===== config.mk =====
export PLATFORM = sky130hd
export DESIGN_NAME = tod_clock
export DESIGN_NICKNAME = d
export VERILOG_FILES = /design/src/rtl/tod_pkg.sv /design/src/rtl/tod_prescaler.sv /design/src/rtl/tod_time_regs.sv /design/src/rtl/tod_alarm.sv /design/src/rtl/tod_read_view.sv /design/src/rtl/tod_clock.sv
export SDC_FILE = /design/constraint.sdc
export NUM_CORES = 1
export LEC_CHECK = 0
export BUFFER_PORTS_ARGS = -buffer_cell sky130_fd_sc_hd__buf_2
export CAP_MARGIN = 20
export CORE_MARGIN = 4
export CORE_UTILIZATION = 55
export DETAILED_ROUTE_END_ITERATION = 7
export PLACE_DENSITY_LB_ADDON = 0.15
export SYNTH_ARGS = -nofsm -noshare
export SYNTH_HDL_FRONTEND = slang
export SYNTH_SLANG_ARGS = --single-unit

===== constraint.sdc =====
create_clock -name clk -period 3.9 [get_ports clk]
set_clock_uncertainty 0.05 [all_clocks]
set_input_delay 0.39 -clock clk [delete_from_list [all_inputs] [get_ports clk]]
set_output_delay 0.39 -clock clk [all_outputs]
set_load 0.02 [all_outputs]

===== src/rtl/tod_pkg.sv =====
package tod_pkg;

    localparam int BYTE_W = 8;

    localparam logic [7:0] MASK_TENTHS = 8'h0F;
    localparam logic [7:0] MASK_SEXA   = 8'h7F;
    localparam logic [7:0] MASK_HOUR   = 8'h9F;

    typedef enum logic [1:0] {
        FLD_TENTHS = 2'd0,
        FLD_SEC    = 2'd1,
        FLD_MIN    = 2'd2,
        FLD_HOUR   = 2'd3
    } tod_field_e;

    typedef struct packed {
        logic [7:0] hr;
        logic [6:0] mn;
        logic [6:0] sc;
        logic [3:0] tn;
    } tod_time_t;

    // Sexagesimal BCD step: returns {carry, next value}
    function automatic logic [7:0] bcd60_step(input logic [6:0] v);
        logic [4:0] lo;
        logic [3:0] hi;
        lo = {1'b0, v[3:0]} + 5'd1;
        hi = {1'b0, v[6:4]};
        if (lo > 5'd9) begin
            lo = 5'd0;
            hi = hi + 4'd1;
        end
        if (hi > 4'd5) return {1'b1, 7'd0};
        return {1'b0, hi[2:0], lo[3:0]};
    endfunction

    // Hour step with PM flag in bit 7
    function automatic logic [7:0] hour_step(input logic [7:0] v);
        logic [4:0] lo;
        logic [1:0] hi;
        logic [5:0] val;
        lo = {1'b0, v[3:0]} + 5'd1;
        hi = {1'b0, v[4]};
        if (lo > 5'd9) begin
            lo = 5'd0;
            hi = hi + 2'd1;
        end
        val = {hi, lo[3:0]};
        if (val[4:0] > 5'h11) return {~v[7], 7'd0};
        return {v[7], 1'b0, val};
    endfunction

    function automatic tod_time_t tod_advance(input tod_time_t t);
        tod_time_t  r;
        logic [7:0] s_step;
        logic [7:0] m_step;
        r = t;
        if (t.tn >= 4'd9) begin
            r.tn   = 4'd0;
            s_step = bcd60_step(t.sc);
            r.sc   = s_step[6:0];
            if (s_step[7]) begin
                m_step = bcd60_step(t.mn);
                r.mn   = m_step[6:0];
                if (m_step[7]) r.hr = hour_step(t.hr);
            end
        end else begin
            r.tn = t.tn + 4'd1;
        end
        return r;
    endfunction

endpackage


===== src/rtl/tod_prescaler.sv =====
module tod_prescaler #(
    parameter int RELOAD_SLOW = 5,
    parameter int RELOAD_FAST = 4,
    localparam int DIV_W = $clog2(RELOAD_SLOW + 1)
) (
    input  logic clk,
    input  logic rst,
    input  logic tick_in,
    input  logic rate_sel,
    output logic advance
);
    logic [DIV_W-1:0] div_q;

    assign advance = tick_in && (div_q == '0);

    always_ff @(posedge clk) begin
        if (rst) begin
            div_q <= '0;
        end else if (tick_in) begin
            if (div_q == '0)
                div_q <= rate_sel ? DIV_W'(RELOAD_FAST) : DIV_W'(RELOAD_SLOW);
            else
                div_q <= div_q - 1'b1;
        end
    end
endmodule


===== src/rtl/tod_time_regs.sv =====
module tod_time_regs
    import tod_pkg::*;
(
    input  logic       clk,
    input  logic       rst,
    input  logic       advance,
    input  logic       wr_en,
    input  logic [1:0] wr_field,
    input  logic [7:0] wr_data,
    output tod_time_t  live
);
    tod_time_t t_q;
    tod_time_t t_d;

    always_comb begin
        t_d = advance ? tod_advance(t_q) : t_q;
        if (wr_en) begin
            case (tod_field_e'(wr_field))
                FLD_TENTHS: t_d.tn = wr_data[3:0];
                FLD_SEC:    t_d.sc = wr_data[6:0];
                FLD_MIN:    t_d.mn = wr_data[6:0];
                FLD_HOUR:   t_d.hr = wr_data & MASK_HOUR;
                default:    t_d = t_d;
            endcase
        end
    end

    always_ff @(posedge clk) begin
        if (rst) t_q <= '0;
        else     t_q <= t_d;
    end

    assign live = t_q;
endmodule


===== src/rtl/tod_alarm.sv =====
module tod_alarm
    import tod_pkg::*;
(
    input  logic       clk,
    input  logic       rst,
    input  logic       advance,
    input  tod_time_t  live,
    input  logic       wr_en,
    input  logic [1:0] wr_field,
    input  logic [7:0] wr_data,
    output logic       alarm_pulse
);
    tod_time_t alm_q;
    tod_time_t stepped;
    logic      pulse_q;

    assign stepped = tod_advance(live);

    always_ff @(posedge clk) begin
        if (rst) begin
            alm_q   <= '0;
            pulse_q <= 1'b0;
        end else begin
            pulse_q <= advance && (stepped == alm_q);
            if (wr_en) begin
                case (tod_field_e'(wr_field))
                    FLD_TENTHS: alm_q.tn <= wr_data[3:0];
                    FLD_SEC:    alm_q.sc <= wr_data[6:0];
                    FLD_MIN:    alm_q.mn <= wr_data[6:0];
                    FLD_HOUR:   alm_q.hr <= wr_data & MASK_HOUR;
                    default:    alm_q <= alm_q;
                endcase
            end
        end
    end

    assign alarm_pulse = pulse_q;
endmodule


===== src/rtl/tod_read_view.sv =====
module tod_read_view
    import tod_pkg::*;
(
    input  logic       clk,
    input  logic       rst,
    input  logic       rd_en,
    input  logic [1:0] rd_field,
    input  tod_time_t  live,
    output logic       frozen,
    output tod_time_t  snap,
    output logic [7:0] rd_data
);
    logic      frozen_q;
    tod_time_t snap_q;
    tod_time_t view;

    always_ff @(posedge clk) begin
        if (rst) begin
            frozen_q <= 1'b0;
            snap_q   <= '0;
        end else if (rd_en) begin
            if (tod_field_e'(rd_field) == FLD_HOUR && !frozen_q) begin
                frozen_q <= 1'b1;
                snap_q   <= live;
            end else if (tod_field_e'(rd_field) == FLD_TENTHS) begin
                frozen_q <= 1'b0;
            end
        end
    end

    assign view = frozen_q ? snap_q : live;

    always_comb begin
        case (tod_field_e'(rd_field))
            FLD_TENTHS: rd_data = {4'd0, view.tn};
            FLD_SEC:    rd_data = {1'b0, view.sc};
            FLD_MIN:    rd_data = {1'b0, view.mn};
            default:    rd_data = view.hr;
        endcase
    end

    assign frozen = frozen_q;
    assign snap   = snap_q;
endmodule


===== src/rtl/tod_clock.sv =====
module tod_clock
    import tod_pkg::*;
#(
    parameter int RELOAD_SLOW = 5,
    parameter int RELOAD_FAST = 4
) (
    input  logic       clk,
    input  logic       rst,
    input  logic       tick_in,
    input  logic       rate_sel,
    input  logic       wr_en,
    input  logic       wr_to_alarm,
    input  logic [1:0] wr_addr,
    input  logic [7:0] wr_data,
    input  logic       rd_en,
    input  logic [1:0] rd_addr,
    output logic [7:0] rd_data,
    output logic       alarm_pulse
);
    logic      advance;
    logic      frozen;
    tod_time_t live_time;
    tod_time_t snap_time;

    tod_prescaler #(
        .RELOAD_SLOW (RELOAD_SLOW),
        .RELOAD_FAST (RELOAD_FAST)
    ) i_presc (
        .clk      (clk),
        .rst      (rst),
        .tick_in  (tick_in),
        .rate_sel (rate_sel),
        .advance  (advance)
    );

    tod_time_regs i_time (
        .clk      (clk),
        .rst      (rst),
        .advance  (advance),
        .wr_en    (wr_en && !wr_to_alarm),
        .wr_field (wr_addr),
        .wr_data  (wr_data),
        .live     (live_time)
    );

    tod_alarm i_alarm (
        .clk         (clk),
        .rst         (rst),
        .advance     (advance),
        .live        (live_time),
        .wr_en       (wr_en && wr_to_alarm),
        .wr_field    (wr_addr),
        .wr_data     (wr_data),
        .alarm_pulse (alarm_pulse)
    );

    tod_read_view i_view (
        .clk      (clk),
        .rst      (rst),
        .rd_en    (rd_en),
        .rd_field (rd_addr),
        .live     (live_time),
        .frozen   (frozen),
        .snap     (snap_time),
        .rd_data  (rd_data)
    );
endmodule


==> out/qor.yml, run 1 <==
syn_nets: 697
clock-sinks: 81
p_per_area_nw_per_um2: 324
place_area_um2: 5400
stdcell_area_um2: 5590
seqCellArea_um2: 1620
status: "completed"
slew_headroom_pct: 39.2
fin_crit_sh_pct: 92.2
die_height_um: 106
drt_iter0_drc: 355
drc: 0
cap_violations: 0
timing.fmax_mhz: 278
period_minus_slack_ns: 3.60
dp_slack_ns: 0.268
async_reset_ff_share_pct: 0
syn_inst: 665
finalHoldViolCount: 0
via_per_inst: 6.08
dieArea_um2: 11200
holdBufCountCts: 0
endpoint_kind: "flop"
mostFrequentLayoutCell: "nand2_1"
mostFrequentLayoutCells: "96 x nand2_1, 81 x dfxtp_1, 78 x nor2_1"
path_max_fanout: 10
worst_pin_slew_ns: 0.912
die_w_um: 106
worst-setup-path-type: "flop to flop"
grt_pass1_wl_um: 23800
finalWeightedCongestion: 0.962
io_buffers: 27
tns_ns: 0
fill_cells: 862
grt_overflow: 0
grt_antenna_before_repair: 0
multiInputGateArea_um2: 3360
drive_gt1_share_pct: 14.4
numCtsBuffers: 9
ys_seq_area_share_pct: 30.7
ir_worst_vdd_mv: 0.272
synth_area_um2: 5290
rsz0062_at_grt: "false"
synth-seq-cells: 81
whs_ns: 0.246
drv_slew: 0
crit_required_ns: 4.14
wl_um: 14700
rows: 35
avgRoutedWirePerCell_um: 18.5
p_leak_nw: 2.15
clock_latency_ns: 0.36
via_count: 4824
synthFlopType: "dfxtp_1"
synth_edf_count: 0
grtUsageTotal_pct: 26.8
finalWorstSetupSlack_ns: 0.303
synthToLayoutAreaGrowth_pct: 5.68
cts_tree: "done"
grt_pass1_vias: 4577
critPathLaunchType: "flop"
diodes: 0
synth_cell_types: 82
hold_path.class: "primary input to flop"
cts-root-buf: "clkbuf_8"
synth.avg_cell_area_um2: 7.95
clkSlewWorstSetupHoldPaths_ns: 0.08
io_pins: 28
coreArea_um2: 9280
dr.pass1.iters: 7
critical_path_arrival_ns: 3.84
htreeDepth: 3
grt_max_degree: 81
finalSetupViolations: 0
nets: 694
dp.final_hpwl_um: 10800
synth_warnings: 0
clockBufferDepth: 2
antenna_left: 0
start_util_pct: 56.9
==> metal layers <==
metal | vias to the layer above | global-route usage (%) | share of wire, %
li1 | 2350 | - | -
met1 | 2263 | 37.2 | 46
met2 | 188 | 42.4 | 45
met3 | 23 | 5.16 | 7.2
met4 | 0 | 7.68 | 1.8
met5 | - | 0 | 0
==> repair_timing <==
action                     in CTS  in global routing
setup buffers                   0                  0
resized for setup               0                  1
setup endpoints to repair       0                  1
==> layout make-up <==
cell class	count	area share (%)
well taps	129	2.89
clock inverters	4	0.806
flip-flops and latches	81	29.0
clock buffers	10	2.46
repair buffers	32	3.09
multi-input cells	514	60.1
inverters	24	1.61
==> metrics by stage <==
stage	instances	utilization (%)	total power, mW
6_report	794	60.2	1.81
5_1_grt	794	60.2	1.89
4_1_cts	794	60.1	1.82
3_5_place_dp	780	58.2	1.22
3_3_place_gp	780	58.2	1.21
2_1_floorplan	665	-	1.13
==> where the power goes <==
group,switching (mW),internal (mW)
Clock,0.304,0.303
Sequential,0.0486,0.851
Combinational,0.182,0.121
==> path summary, 6_finish.rpt <==
path,depth (start not counted),end,from,slack (ns)
max reg2reg,14,i_alarm.alarm_pulse,i_time.live[18],0.30
min reg2reg,2,i_view.snap[6],i_view.snap[6],0.41
max,14,i_alarm.alarm_pulse,i_time.live[18],0.30
min,2,i_presc.div_q[2],tick_in,0.25
==> cell usage after synthesis, types with 3 or more instances <==
cell | count | share of area [%]
nand2_1 | 96 | 6.8
nand4_1 | 3 | 0.36
a211oi_1 | 17 | 2.4
mux4_2 | 8 | 3.4
mux2_2 | 7 | 1.5
nand3_1 | 25 | 2.4
nor4_1 | 6 | 0.71
and2_1 | 3 | 0.36
xor2_1 | 9 | 1.5
clkbuf_1 | 33 | 2.3
buf_2 | 4 | 0.38
nand2b_1 | 5 | 0.59
or2_2 | 3 | 0.36
xnor2_1 | 12 | 2.0
and3_1 | 4 | 0.47
a31oi_1 | 5 | 0.59
nor2b_1 | 10 | 1.2
a22oi_1 | 4 | 0.57
inv_1 | 24 | 1.7
mux2i_1 | 34 | 6.4
ha_1 | 13 | 3.1
o22ai_1 | 3 | 0.36
a21oi_1 | 56 | 5.3
nor3_1 | 16 | 1.5
buf_1 | 3 | 0.21
nor2_1 | 79 | 5.6
o221ai_1 | 4 | 0.66
dfxtp_1 | 81 | 31
o21ai_0 | 24 | 2.3
buf_6 | 3 | 0.64
a311oi_1 | 7 | 1.2
==> sequential cells by signal, indices dropped and copies added (netlist names) <==
signal               count
i_presc.div_q            3
i_alarm.alarm_pulse      1
i_time.live             26
i_view.frozen            1
i_view.snap             26
i_alarm.alm_q           24
==> cells by family after synthesis <==
kind of cell               after synthesis  share of synthesized area [%]
DFF                                     81                           30.7
adders and majority gates               13                           3.08
muxes                                   52                           12.4
and+or+nand+nor                        277                           24.8
buffers and inverters                   70                           5.94
xor gates and xnor gates                21                           3.48
AOI/OAI and AO/OA                      151                           19.6
==> critical path: stages (launching register included) <==
cell and delay (ns):
dfxtp_1 0.52, inv_1 0.11, ha_1 0.34, nor2b_1 0.06, o21ai_0 0.26, a21oi_1 0.17, nor2_2 0.24, ha_1 0.29
a311oi_1 0.30, o2111ai_1 0.16, a221oi_1 0.23, o2111ai_1 0.15, nor4_1 0.32, nand4_1 0.16, nor3_2 0.18
Note: power is estimated with default switching activity, not from simulation.
==> run 2: changes to the inputs <==
--- a/config.mk
+++ b/config.mk
@@ -9,6 +9,7 @@
 export CAP_MARGIN = 20
 export CORE_MARGIN = 4
 export CORE_UTILIZATION = 55
+export CTS_BUF_LIST = sky130_fd_sc_hd__clkbuf_4
 export DETAILED_ROUTE_END_ITERATION = 7
 export PLACE_DENSITY_LB_ADDON = 0.15
 export SYNTH_ARGS = -nofsm -noshare
==> out/qor.yml, run 2 (same netlist as run 1, synthesis figures left out) <==
cts-root-buf: "clkbuf_4"
top_layer_used: "met4"
via_count: 4858
drc: 0
worst-setup-path-type: "flop to flop"
nets: 694
fin_crit_sh_pct: 92.8
wl_um: 14600
die_height_um: 106
fin_cells: 794
mostFrequentLayoutCells: "96 x nand2_1, 81 x dfxtp_1, 78 x nor2_1"
mostFrequentLayoutCell: "nand2_1"
coreArea_um2: 9280
dr.pass1.iters: 6
fill_cells: 878
wl_met2_um: 6600
worst_pin_slew_ns: 0.910
clock-sinks: 81
routed-wl-met3_um: 997
cts_tree: "done"
finalHoldViolCount: 0
finalSetupViolations: 0
rows: 35
diodes: 0
clockBufferDepth: 2
holdBufCountCts: 0
io_buffers: 27
grt_pass1_wl_um: 23800
dp.cells: 780
crit_required_ns: 4.24
dieArea_um2: 11200
critPathLaunchType: "flop"
htreeDepth: 3
path_max_fanout: 10
wl_met1_um: 6700
tns_ns: 0
via_per_inst: 6.12
rsz0062_at_grt: "false"
start_util_pct: 56.9
cap_violations: 0
avgRoutedWirePerCell_um: 18.4
die_w_um: 106
clkSlewWorstSetupHoldPaths_ns: 0.13
critical_path_arrival_ns: 3.96
grtUsageTotal_pct: 26.8
antenna_left: 0
p_leak_nw: 2.12
status: "completed"
p_per_area_nw_per_um2: 304
ir_worst_vdd_mv: 0.278
grt_max_degree: 81
cts_resized: 0
hold_path.class: "primary input to flop"
synthToLayoutAreaGrowth_pct: 4.43
grt_antenna_before_repair: 0
io_pins: 28
drv_slew: 0
postCtsSetupBuffers: 0
dp.final_hpwl_um: 10800
clock_latency_ns: 0.44
numCtsBuffers: 9
grt_pass1_vias: 4567
period_minus_slack_ns: 3.62
finalWeightedCongestion: 0.962
endpoint_kind: "flop"
slew_headroom_pct: 39.3
drive_gt1_share_pct: 14.3
grt_overflow: 0
timing.fmax_mhz: 276
drt_iter0_drc: 344
-- run 2: changes by cell type in the layout (fill, tap and decap cells not counted), sizes merged --
cell and change:
clkinv +1, clkbuf -1
-- run 2: layout make-up --
cell class / count / area, um2 / share of cell area, %
flip-flops and latches: 81 / 1620 / 29.4
clock inverters: 5 / 48.8 / 0.884
repair buffers: 32 / 173 / 3.13
well taps: 129 / 161 / 2.92
inverters: 24 / 90.1 / 1.63
multi-input cells: 514 / 3360 / 60.8
clock buffers: 9 / 67.6 / 1.22
-- run 2: path summary, 6_finish.rpt --
path | startpoint | endpoint | slack [ns] | cells after the start
max | i_time.live[18] | i_alarm.alarm_pulse | 0.28 | 14
min | tick_in | i_presc.div_q[2] | 0.15 | 2
max reg2reg | i_time.live[18] | i_alarm.alarm_pulse | 0.28 | 14
min reg2reg | i_view.snap[6] | i_view.snap[6] | 0.41 | 2
-- run 2: critical path, cell delays in order (launching register included) --
cell and delay [ns]:
dfxtp_1 0.54, inv_1 0.11, ha_1 0.34, nor2b_1 0.06
o21ai_0 0.25, a21oi_1 0.17, nor2_2 0.24, ha_1 0.29
a311oi_1 0.31, o2111ai_1 0.16, a221oi_1 0.23, o2111ai_1 0.15
nor4_1 0.34, nand4_1 0.16, nor3_2 0.18
-- run 2: where the power goes --
group	switching, mW	total, mW	internal (mW)
registers	0.0486	0.900	0.851
clock network	0.290	0.474	0.184
logic	0.181	0.302	0.121
total	0.520	1.68	1.16
-- run 2: stage by stage --
| stage | worst slack (ns) | hold slack, ns | util (%) | area (um2) | total power, mW |
|---|---|---|---|---|---|
| floorplan | 0.505 | 0.382 | - | 5290 | 1.13 |
| global placement | 0.489 | 0.388 | 58.2 | 5400 | 1.21 |
| detailed placement | 0.268 | 0.399 | 58.2 | 5400 | 1.22 |
| CTS | 0.249 | 0.134 | 59.4 | 5520 | 1.69 |
| global route | 0.0502 | 0.135 | 59.4 | 5520 | 1.76 |
| finish | 0.280 | 0.147 | 59.4 | 5520 | 1.68 |
-- run 2: metal layers --
metal / up-vias / global-route usage (%)
met5: - / 0
met4: 0 / 8.79
met3: 29 / 4.98
met2: 181 / 42.3
met1: 2298 / 37.1
li1: 2350 / -
